--- src/rtl/asb_pkg.sv ---
package asb_pkg;

  typedef enum logic [1:0] {
    ST_TRACK   = 2'd0,
    ST_MEASURE = 2'd1,
    ST_APPLY   = 2'd2
  } asb_state_e;

  // Edges elapsed since the old reference slot, given the local phase
  // sampled on the edge that sees the new reference.
  function automatic int slot_error(input int loc, input int frame);
    return (loc + 1 >= frame) ? 0 : loc + 1;
  endfunction

  // Delay that keeps the virtual reference on the old phase.
  function automatic int delay_after_switch(input int d, input int e, input int frame);
    return (d >= e) ? d - e : d + frame - e;
  endfunction

  // One slew-limited move of the delay toward zero, shorter way round.
  function automatic int slew_toward_zero(input int d, input int step, input int frame);
    int rem;
    if (d == 0) return 0;
    if (2 * d <= frame) return (d > step) ? d - step : 0;
    rem = frame - d;
    return (rem > step) ? d + step : 0;
  endfunction

  // Distance between two phases on the frame circle.
  function automatic int circ_dist(input int a, input int b, input int frame);
    int diff;
    diff = (a >= b) ? a - b : b - a;
    return (frame - diff < diff) ? frame - diff : diff;
  endfunction

endpackage

--- src/rtl/asb_clr_qual.sv ---
module asb_clr_qual #(
  parameter int CLR_MIN = 6
) (
  input  logic clk,
  input  logic rst_n,
  input  logic clr_n,
  output logic clr_fire
);
  localparam int CW = $clog2(CLR_MIN + 1);

  logic [CW-1:0] low_cnt;

  assign clr_fire = !clr_n && (low_cnt == CW'(CLR_MIN - 1));

  always_ff @(posedge clk) begin
    if (!rst_n)                          low_cnt <= '0;
    else if (clr_n)                      low_cnt <= '0;
    else if (low_cnt != CW'(CLR_MIN))    low_cnt <= low_cnt + 1'b1;
  end
endmodule

--- src/rtl/asb_phase_track.sv ---
module asb_phase_track #(
  parameter int FRAME    = 2500,
  parameter int MISS_LIM = 3750
) (
  input  logic                      clk,
  input  logic                      rst_n,
  input  logic                      ref_pulse,
  input  logic                      phase_resync,
  output logic [$clog2(FRAME)-1:0]  loc_phase,
  output logic                      ref_missing
);
  localparam int PW = $clog2(FRAME);
  localparam int MW = $clog2(MISS_LIM + 1);

  logic [MW-1:0] quiet_cnt;

  always_ff @(posedge clk) begin
    if (!rst_n)                           loc_phase <= '0;
    else if (phase_resync)                loc_phase <= '0;
    else if (loc_phase == PW'(FRAME - 1)) loc_phase <= '0;
    else                                  loc_phase <= loc_phase + 1'b1;
  end

  always_ff @(posedge clk) begin
    if (!rst_n)                              quiet_cnt <= '0;
    else if (ref_pulse)                      quiet_cnt <= '0;
    else if (quiet_cnt != MW'(MISS_LIM))     quiet_cnt <= quiet_cnt + 1'b1;
  end

  assign ref_missing = (quiet_cnt == MW'(MISS_LIM));
endmodule

--- src/rtl/asb_delay_line.sv ---
module asb_delay_line #(
  parameter int PW = 12
) (
  input  logic          clk,
  input  logic          rst_n,
  input  logic          ref_pulse,
  input  logic [PW-1:0] load_val,
  output logic          vref_pulse
);
  logic          armed;
  logic [PW-1:0] remain;

  always_ff @(posedge clk) begin
    if (!rst_n) begin
      armed  <= 1'b0;
      remain <= '0;
    end else if (ref_pulse) begin
      armed  <= 1'b1;
      remain <= load_val;
    end else if (armed) begin
      if (remain == '0) armed  <= 1'b0;
      else              remain <= remain - 1'b1;
    end
  end

  assign vref_pulse = armed && (remain == '0);
endmodule

--- src/rtl/asb_ctrl.sv ---
module asb_ctrl
  import asb_pkg::*;
#(
  parameter int FRAME = 2500,
  parameter int STEP  = 1
) (
  input  logic                      clk,
  input  logic                      rst_n,
  input  logic                      ref_pulse,
  input  logic                      fb_pulse,
  input  logic                      switch_evt,
  input  logic                      clr_fire,
  input  logic [$clog2(FRAME)-1:0]  loc_phase,
  output logic [$clog2(FRAME)-1:0]  delay_q,
  output logic [$clog2(FRAME)-1:0]  delay_next,
  output logic                      holdover,
  output logic                      meas_evt,
  output logic                      step_evt,
  output logic                      phase_resync
);
  localparam int PW = $clog2(FRAME);

  asb_state_e    st;
  logic          realign;
  logic [PW-1:0] d_meas;
  logic [PW-1:0] d_slew;
  int            err;

  always_comb begin
    err    = slot_error(int'(loc_phase), FRAME);
    d_meas = PW'(delay_after_switch(int'(delay_q), err, FRAME));
    d_slew = PW'(slew_toward_zero(int'(delay_q), STEP, FRAME));
  end

  assign meas_evt     = (st == ST_MEASURE) && ref_pulse && !switch_evt;
  assign step_evt     = ref_pulse && realign && (st != ST_MEASURE);
  assign phase_resync = ref_pulse && ((st != ST_MEASURE) || meas_evt);
  assign holdover     = (st != ST_TRACK);

  always_comb begin
    if (meas_evt)      delay_next = d_meas;
    else if (step_evt) delay_next = d_slew;
    else               delay_next = delay_q;
  end

  always_ff @(posedge clk) begin
    if (!rst_n) begin
      st <= ST_TRACK;
    end else if (switch_evt) begin
      st <= ST_MEASURE;
    end else begin
      unique case (st)
        ST_MEASURE: if (meas_evt) st <= ST_APPLY;
        ST_APPLY:   if (fb_pulse) st <= ST_TRACK;
        default:    st <= st;
      endcase
    end
  end

  always_ff @(posedge clk) begin
    if (!rst_n) begin
      delay_q <= '0;
      realign <= 1'b0;
    end else begin
      delay_q <= delay_next;
      if (clr_fire)                          realign <= 1'b1;
      else if (step_evt && d_slew == '0)     realign <= 1'b0;
    end
  end
endmodule

--- src/rtl/phase_step_absorber.sv ---
module phase_step_absorber #(
  parameter int FRAME_CNT = 2500,
  parameter int STEP_MAX  = 1,
  parameter int CLR_MIN   = 6
) (
  input  logic                          clk,
  input  logic                          rst_n,
  input  logic                          ref_pulse,
  input  logic                          fb_pulse,
  input  logic                          switch_evt,
  input  logic                          clr_n,
  output logic                          vref_pulse,
  output logic [$clog2(FRAME_CNT)-1:0]  delay_val,
  output logic                          holdover,
  output logic                          ref_missing
);
  localparam int PW       = $clog2(FRAME_CNT);
  localparam int MISS_LIM = FRAME_CNT + FRAME_CNT / 2;

  // internal events, visible to the bound checker
  logic          clr_fire;
  logic          meas_evt;
  logic          step_evt;
  logic          phase_resync;
  logic [PW-1:0] loc_phase;
  logic [PW-1:0] delay_next;

  asb_clr_qual #(.CLR_MIN(CLR_MIN)) u_clr (
    .clk(clk), .rst_n(rst_n), .clr_n(clr_n), .clr_fire(clr_fire)
  );

  asb_phase_track #(.FRAME(FRAME_CNT), .MISS_LIM(MISS_LIM)) u_track (
    .clk(clk), .rst_n(rst_n), .ref_pulse(ref_pulse),
    .phase_resync(phase_resync), .loc_phase(loc_phase),
    .ref_missing(ref_missing)
  );

  asb_ctrl #(.FRAME(FRAME_CNT), .STEP(STEP_MAX)) u_ctrl (
    .clk(clk), .rst_n(rst_n), .ref_pulse(ref_pulse), .fb_pulse(fb_pulse),
    .switch_evt(switch_evt), .clr_fire(clr_fire), .loc_phase(loc_phase),
    .delay_q(delay_val), .delay_next(delay_next), .holdover(holdover),
    .meas_evt(meas_evt), .step_evt(step_evt), .phase_resync(phase_resync)
  );

  asb_delay_line #(.PW(PW)) u_dline (
    .clk(clk), .rst_n(rst_n), .ref_pulse(ref_pulse),
    .load_val(delay_next), .vref_pulse(vref_pulse)
  );
endmodule

--- config.mk ---
export PLATFORM = sky130hd
export DESIGN_NAME = phase_step_absorber
export DESIGN_NICKNAME = d
export VERILOG_FILES = /design/src/rtl/asb_pkg.sv /design/src/rtl/asb_clr_qual.sv /design/src/rtl/asb_phase_track.sv /design/src/rtl/asb_delay_line.sv /design/src/rtl/asb_ctrl.sv /design/src/rtl/phase_step_absorber.sv
export SDC_FILE = /design/constraint.sdc
export NUM_CORES = 1
export LEC_CHECK = 0
export BUFFER_PORTS_ARGS = -buffer_cell sky130_fd_sc_hd__buf_2
export CORE_MARGIN = 10
export CORE_UTILIZATION = 45
export CTS_CLUSTER_SIZE = 14
export DETAILED_ROUTE_END_ITERATION = 7
export HOLD_SLACK_MARGIN = 0.08
export PLACE_DENSITY = 0.71
export SYNTH_ARGS = -nofsm -noshare
export SYNTH_HDL_FRONTEND = slang
export SYNTH_SLANG_ARGS = --single-unit
--- constraint.sdc ---
create_clock -name clk -period 10.1 [get_ports clk]
set_input_delay 0.505 -clock clk [delete_from_list [all_inputs] [get_ports clk]]
set_output_delay 0.505 -clock clk [all_outputs]
set_load 0.02 [all_outputs]
# Yosys cells after proc, flatten, opt, wreduce, memory -nomap -nowiden
# Cells that the tools add are included.
# totals
ff_bits,55
word_cells,89
# classes
addsub,11
n_lt_le_gt_ge,5
n_eq_ne,13
mux,24
bitwise,1
reduce_logical,26
# op_table
cell,n
$mux 12,11
$add 12x1->12 const B,3
$logic_not 12->1,3
$ge 13x32->1,1
$gt 32x2->1 const B,1
$eq 12x12->1 const B,2
$sub 12x1->12 const B,2
$sub 12x12->12,2
$add 12x1->13 const B,1
$ge 13x12->1 const B,1
$le 13x12->1 const B,1
$mux 13,1
$sub 12x12->13 const A,1
$add 12x12->12 const B,1
$gt 12x1->1 const B,1
$ne 12x12->1 const B,1
$mux 1,9
$logic_and 1x1->1,8
$reduce_bool 2->1,4
$ne 3x3->1 const B,2
$reduce_and 3->1,2
$reduce_or 2->1,3
$mux 2,2
$ne 2x1->1 const B,2
other kinds (13),15

# Depth between registers and ports, before layout
# logic_depth
ltp_word,9
mapped_depth,19

# Hierarchy
# From an unflattened synthesis, not the netlist that was laid out.
# unflattened
hier_cells,687
area_unflattened_um2,5520.3
# by_module_without_submodules
module,n_inst,cells_each,area_each_um2,seq_area_each_um2
asb_ctrl,1,452,3457.1,300.3
asb_phase_track,1,122,1084.8,480.5
asb_delay_line,1,95,793.3,260.2
asb_clr_qual,1,18,185.2,60.1

# Least setup slack after synthesis
# OpenSTA, ideal clock, no wires.
# synth_timing
path_type,reg-to-reg
from,reg u_track.loc_phase[0]
to,reg u_dline.remain[11]
arrival_time_ns,4.336
slack_ns,5.690
stages_incl_launch_ff,19
period_less_slack_ns,4.410
cell_sequence,dfxtp_1 ha_1 nand3_1 o21ai_0 a21oi_1 a311oi_1 a2bb2oi_1 o22a_2 buf_4 nand2_1 ha_1 fa_1 or3_1 o21a_1 o21ai_1 buf_2 nor4b_1 nor3_1 a31oi_1
# synth_via
elab_chain_len,7
elab_cells_between_ends,9
cone_classes,add/sub: 3; order compare: 2; mux: 4
# synth_rtl
item,line_no,text
from (decl),asb_phase_track.sv:9,"output logic [$clog2(FRAME)-1:0] loc_phase,"
from (signal assigned),asb_phase_track.sv:21,else loc_phase <= loc_phase + 1'b1;
$add 12x1->13 *,asb_pkg.sv:12,return (loc + 1 >= frame) ? 0 : loc + 1;
$ge 13x12->1,asb_pkg.sv:12,
$mux 13 *,asb_pkg.sv:12,
$ge 13x32->1 or $sub 12x12->12 (tied branches),asb_pkg.sv:17,return (d >= e) ? d - e : d + frame - e;
$mux 12 *,asb_pkg.sv:17,
$mux 12 *,asb_ctrl.sv:41,if (meas_evt) delay_next = d_meas;
$mux 12 *,asb_delay_line.sv:17,end else if (ref_pulse) begin
to (signal assigned),asb_delay_line.sv:19,remain <= load_val;
to (signal assigned),asb_delay_line.sv:22,else remain <= remain - 1'b1;
to (decl),asb_delay_line.sv:11,logic [PW-1:0] remain;
# Every way passes the cells marked *; elsewhere a longest branch is shown, timed or not.
# A chain may end at the register's enable or synchronous reset.

# Worst setup path after layout
# layout_timing
from,reg u_track.loc_phase[0]
to,reg u_dline.remain[2]
# Same word-level chain as after synthesis.

==> out/metrics.sh <==
OUTCOME='completed'
CTS.ROOT.BUFFER_CELL='sky130_fd_sc_hd__clkbuf_8'
SYNTHDISTINCTLIBCELLS=77
DESIGN.FINAL.NETS=668
TOTALNEGATIVESETUPSLACK_PS=0
TIMING.FINAL.SETUP_VIOLATIONS=0
STATIC-LEAKAGE-POWER_nW=2.00
GRT_PASS1_VIAS=4419
FIN_TOTAL_PWR_mW=0.933
REGISTER_AREA_SHARE_AFTER_SYNTHESIS=0.226
POST-DP-HPWL_UM=9920
SYNTH-SEQ-CELLS=55
CLOCK_TREE.BUFFER_DEPTH=2
POST_SYNTH_DESIGN_CELL_AREA_MM2=0.00488
MAXUSEDROUTINGLAYER='met4'
NUMBER_OF_FLOPS_MAPPED_TO_ENABLE_CELLS_BY_YOSYS=0
NET-SWITCHING-POWER_mW=0.426
CLOCK_POWER_SHARE=0.145
FINAL_CELL_COUNT_NO_FILL=754
CTS-HTREE-LEVELS=2
WL_UM=13000
CTS-RESIZED-GATES=0
MIN_PATH_CELLS=2
GRT_ANTENNA_BEFORE_REPAIR=0
REG2REGPATHDEPTH=17
FIRST_PASS_ITERS=5
TIMING.SETUP.CRITICAL_PATH_CLASS='flop to flop'
PLACE.GP.CONGESTION=0.917
POSTSYNTHNETCOUNT=661
SYNTH_TOP_FLOP_CELL='sky130_fd_sc_hd__dfxtp_1'
SYNTHDOMINANTCELLAREASHARE=0.226
FLOORPLAN.ROWS=37
WL_PER_CELL_UM=17.2
COMMONEST_CELLS_AFTER_ROUTING_FILL_AND_TAPS_ASIDE='62 x sky130_fd_sc_hd__nor2_1, 55 x sky130_fd_sc_hd__dfxtp_1, 49 x sky130_fd_sc_hd__nand2_1, 37 x sky130_fd_sc_hd__ha_1, 31 x sky130_fd_sc_hd__xnor2_1'
NET_SW_FRAC=0.457
ANTENNA_CELLS=0
DIE_AREA_MM2=0.0154
POSTCTSHOLDBUFS=0
POWER_PER_CELL_AREA_mW_PER_MM2=181
WORST_SETUP_HOLD_PATH_CLK_SLEW_PS=120
FMAXACHIEVABLE_GHz=0.202
MET3WIRELENGTH_UM=658
POST_ROUTE_M1_WL_UM=5930
IO-PIN-COUNT=21
FLOORPLAN.CORE_AREA_MM2=0.0105
DRC=0
INTERNAL-POWER_mW=0.507
IR_DROP_V=0.0000731
START_UTIL=0.467
SYNTH-ASYNC-RESET-RATIO=0
AREA_GROWTH_PCT=5.38
WORSTPATHARRIVAL_PS=5140
YS.WARNINGS.COUNT=0
CAP_VIOL_MAX_COUNT=0
NUMPORTBUFFERS=20
FILLER_CELL_COUNT=1058
ROUTE.DETAILED.VIAS_PER_INST=6.09
FINAL_LAYOUT_SIZE_SUFFIX_GT1_FRAC=0.0793
MAXIMUM_NUMBER_OF_PINS_ON_ONE_NET_BEFORE_GLOBAL_ROUTE_REPAIR=30
POSTROUTEANTENNANETS=0
MOST_COMMON_CELL_AFTER_LAYOUT_FILL_AND_TAPS_ASIDE='sky130_fd_sc_hd__nor2_1'
WORSTSKEWPAIRLATENCY_PS=330
GRT_PASS1_WL_UM=21900
DIE-WIDTH_UM=124
COMBINATIONALPOWERSHARE=0.558
CRITICAL_PATH_PEAK_FANOUT=18
TOP_AREA_CELLS_IN_THE_SYNTHESIZED_NETLIST='sky130_fd_sc_hd__dfxtp_1 23%, sky130_fd_sc_hd__ha_1 9.5%, sky130_fd_sc_hd__xnor2_1 5.6%'
MIN_PATH_TYPE='input pin to flop'
DIE_HEIGHT_UM=124
FINAL_SLEW_VIOLATIONS=0
WORSTPATHREQUIRED_PS=10300
PWR-SHARE-SEQ=0.298
WL_MET2_UM=5990
UNREPAIRED_SETUP_ENDPOINTS_AFTER_GLOBAL_ROUTING='no'
TIMING_HOLD_VIOLATIONS_FINAL=0
DPL.CELL_COUNT=746
TRACK_USAGE=0.173
DRT-INITIAL-DRC-COUNT=304
SYN_AVG_CELL_AREA_UM2=8.00
LAYOUT_WORST_PATH_CYCLE_SHARE=0.490
CTS_TREE='yes'
VIAS=4590
CTS_POST_SETUP_BUFFERS_INSERTED=0
CTS_INSERTED_BUFFERS=5
GLOBALROUTE.TOTALOVERFLOW=0
TIMING.SLEW.HEADROOM=0.282
TIMING.FINAL.CRIT_PERIOD_PS=4950
SYNTH.LARGEST_AREA_CELL='sky130_fd_sc_hd__dfxtp_1'
END_KIND='flop'
CLOCK-SKEW-FINAL_PS=14.7
CRIT_PATH_START_KIND='flop'
NETLIST_INSTANCES=610
CLOCK_SINKS=55
MAX_SLEW.WORST_PIN.SLEW_PS=1070
## cell families (layout without fill, tap and decap cells)
group / count (synthesis) / after routing / synth area share
XOR/XNOR: 52 / 52 / 0.0933
AO/OA/AOI/OAI: 143 / 143 / 0.210
adder cells (fa/ha/maj): 45 / 45 / 0.128
AND/OR/NAND/NOR: 254 / 254 / 0.276
multiplexers: 8 / 8 / 0.0192
buffers and inverters: 53 / 61 / 0.0477
flip-flops: 55 / 55 / 0.226
## power groups by stage
stage	clock, mW	sequential [mW]	combinational (mW)
final	0.135	0.278	0.521
after global routing	0.146	0.281	0.571
after CTS	0.137	0.276	0.513
after detailed placement	0	0.281	0.510
after global placement	0	0.280	0.503
after floorplan	0	0.263	0.413
## worst paths after layout
path,start,end,slack [ps]
setup / recovery,u_track.loc_phase[0]$_SDFF_PP0_,u_dline.remain[2]$_SDFFE_PN0P_,5150
hold / removal,switch_evt,u_ctrl.st[1]$_SDFFE_PP0P_,400
setup reg to reg,u_track.loc_phase[0]$_SDFF_PP0_,u_dline.remain[2]$_SDFFE_PN0P_,5150
hold reg to reg,u_track.quiet_cnt[11]$_SDFFE_PP0N_,u_track.quiet_cnt[11]$_SDFFE_PP0N_,530
## through the flow
step | utilization | hold slack (ps) | cell area (um^2) | setup slack, ps
4_1_cts | 0.492 | 391 | 5140 | 5190
3_5_place_dp | 0.483 | 509 | 5050 | 5190
2_1_floorplan | - | 469 | 4880 | 5690
5_1_grt | 0.492 | 394 | 5140 | 4640
3_3_place_gp | 0.483 | 494 | 5050 | 5410
6_report | 0.492 | 395 | 5140 | 5150
## sequential cells by signal, indices dropped and copies added (netlist names)
name	flops
u_ctrl.delay_q	12
u_dline.remain	12
u_track.loc_phase	12
u_track.quiet_cnt	12
u_clr.low_cnt	3
u_ctrl.st	2
u_ctrl.realign	1
u_dline.armed	1
## cell usage after synthesis (all sizes together) (10+ instances only)
cell    number
nand2b      14
inv         31
nor3        21
nand2       50
a211oi      10
nand4       12
nor2b       14
o21ai       29
xnor2       31
clkbuf      10
nor2        62
dfxtp       55
a21oi       28
ha          37
xor2        21
a31oi       15
nand3       18
buf         12
## routing by layer
| metal | vias up | GRT usage |
|---|---|---|
| met5 | - | 0 |
| met4 | 0 | 0.0640 |
| met3 | 35 | 0.0267 |
| met2 | 147 | 0.289 |
| met1 | 2174 | 0.219 |
| li1 | 2234 | - |
## layout make-up
type | instances | area [um^2] | area share
inverters | 31 | 116 | 0.0226
well taps | 136 | 170 | 0.0331
multi-input cells | 502 | 3550 | 0.690
clock buffers | 5 | 68.8 | 0.0134
clock inverters | 3 | 25.0 | 0.00486
flip-flops and latches | 55 | 1100 | 0.214
repair buffers | 22 | 115 | 0.0224
## critical path, cell delays in order (launching register included)
cell,delay (ps)
sky130_fd_sc_hd__dfxtp_1,470
sky130_fd_sc_hd__ha_1,300
sky130_fd_sc_hd__nand3_1,190
sky130_fd_sc_hd__o21ai_0,330
sky130_fd_sc_hd__a21oi_1,120
sky130_fd_sc_hd__a311oi_1,360
sky130_fd_sc_hd__a2bb2oi_1,210
sky130_fd_sc_hd__o22a_2,310
sky130_fd_sc_hd__nand2_1,150
sky130_fd_sc_hd__ha_1,240
sky130_fd_sc_hd__fa_1,400
sky130_fd_sc_hd__or3_1,410
sky130_fd_sc_hd__o21a_1,200
sky130_fd_sc_hd__o21ai_1,130
sky130_fd_sc_hd__buf_4,240
sky130_fd_sc_hd__mux2_2,370
sky130_fd_sc_hd__a22oi_1,250
sky130_fd_sc_hd__a31oi_1,150
Note: power is estimated with default switching activity, not from simulation.
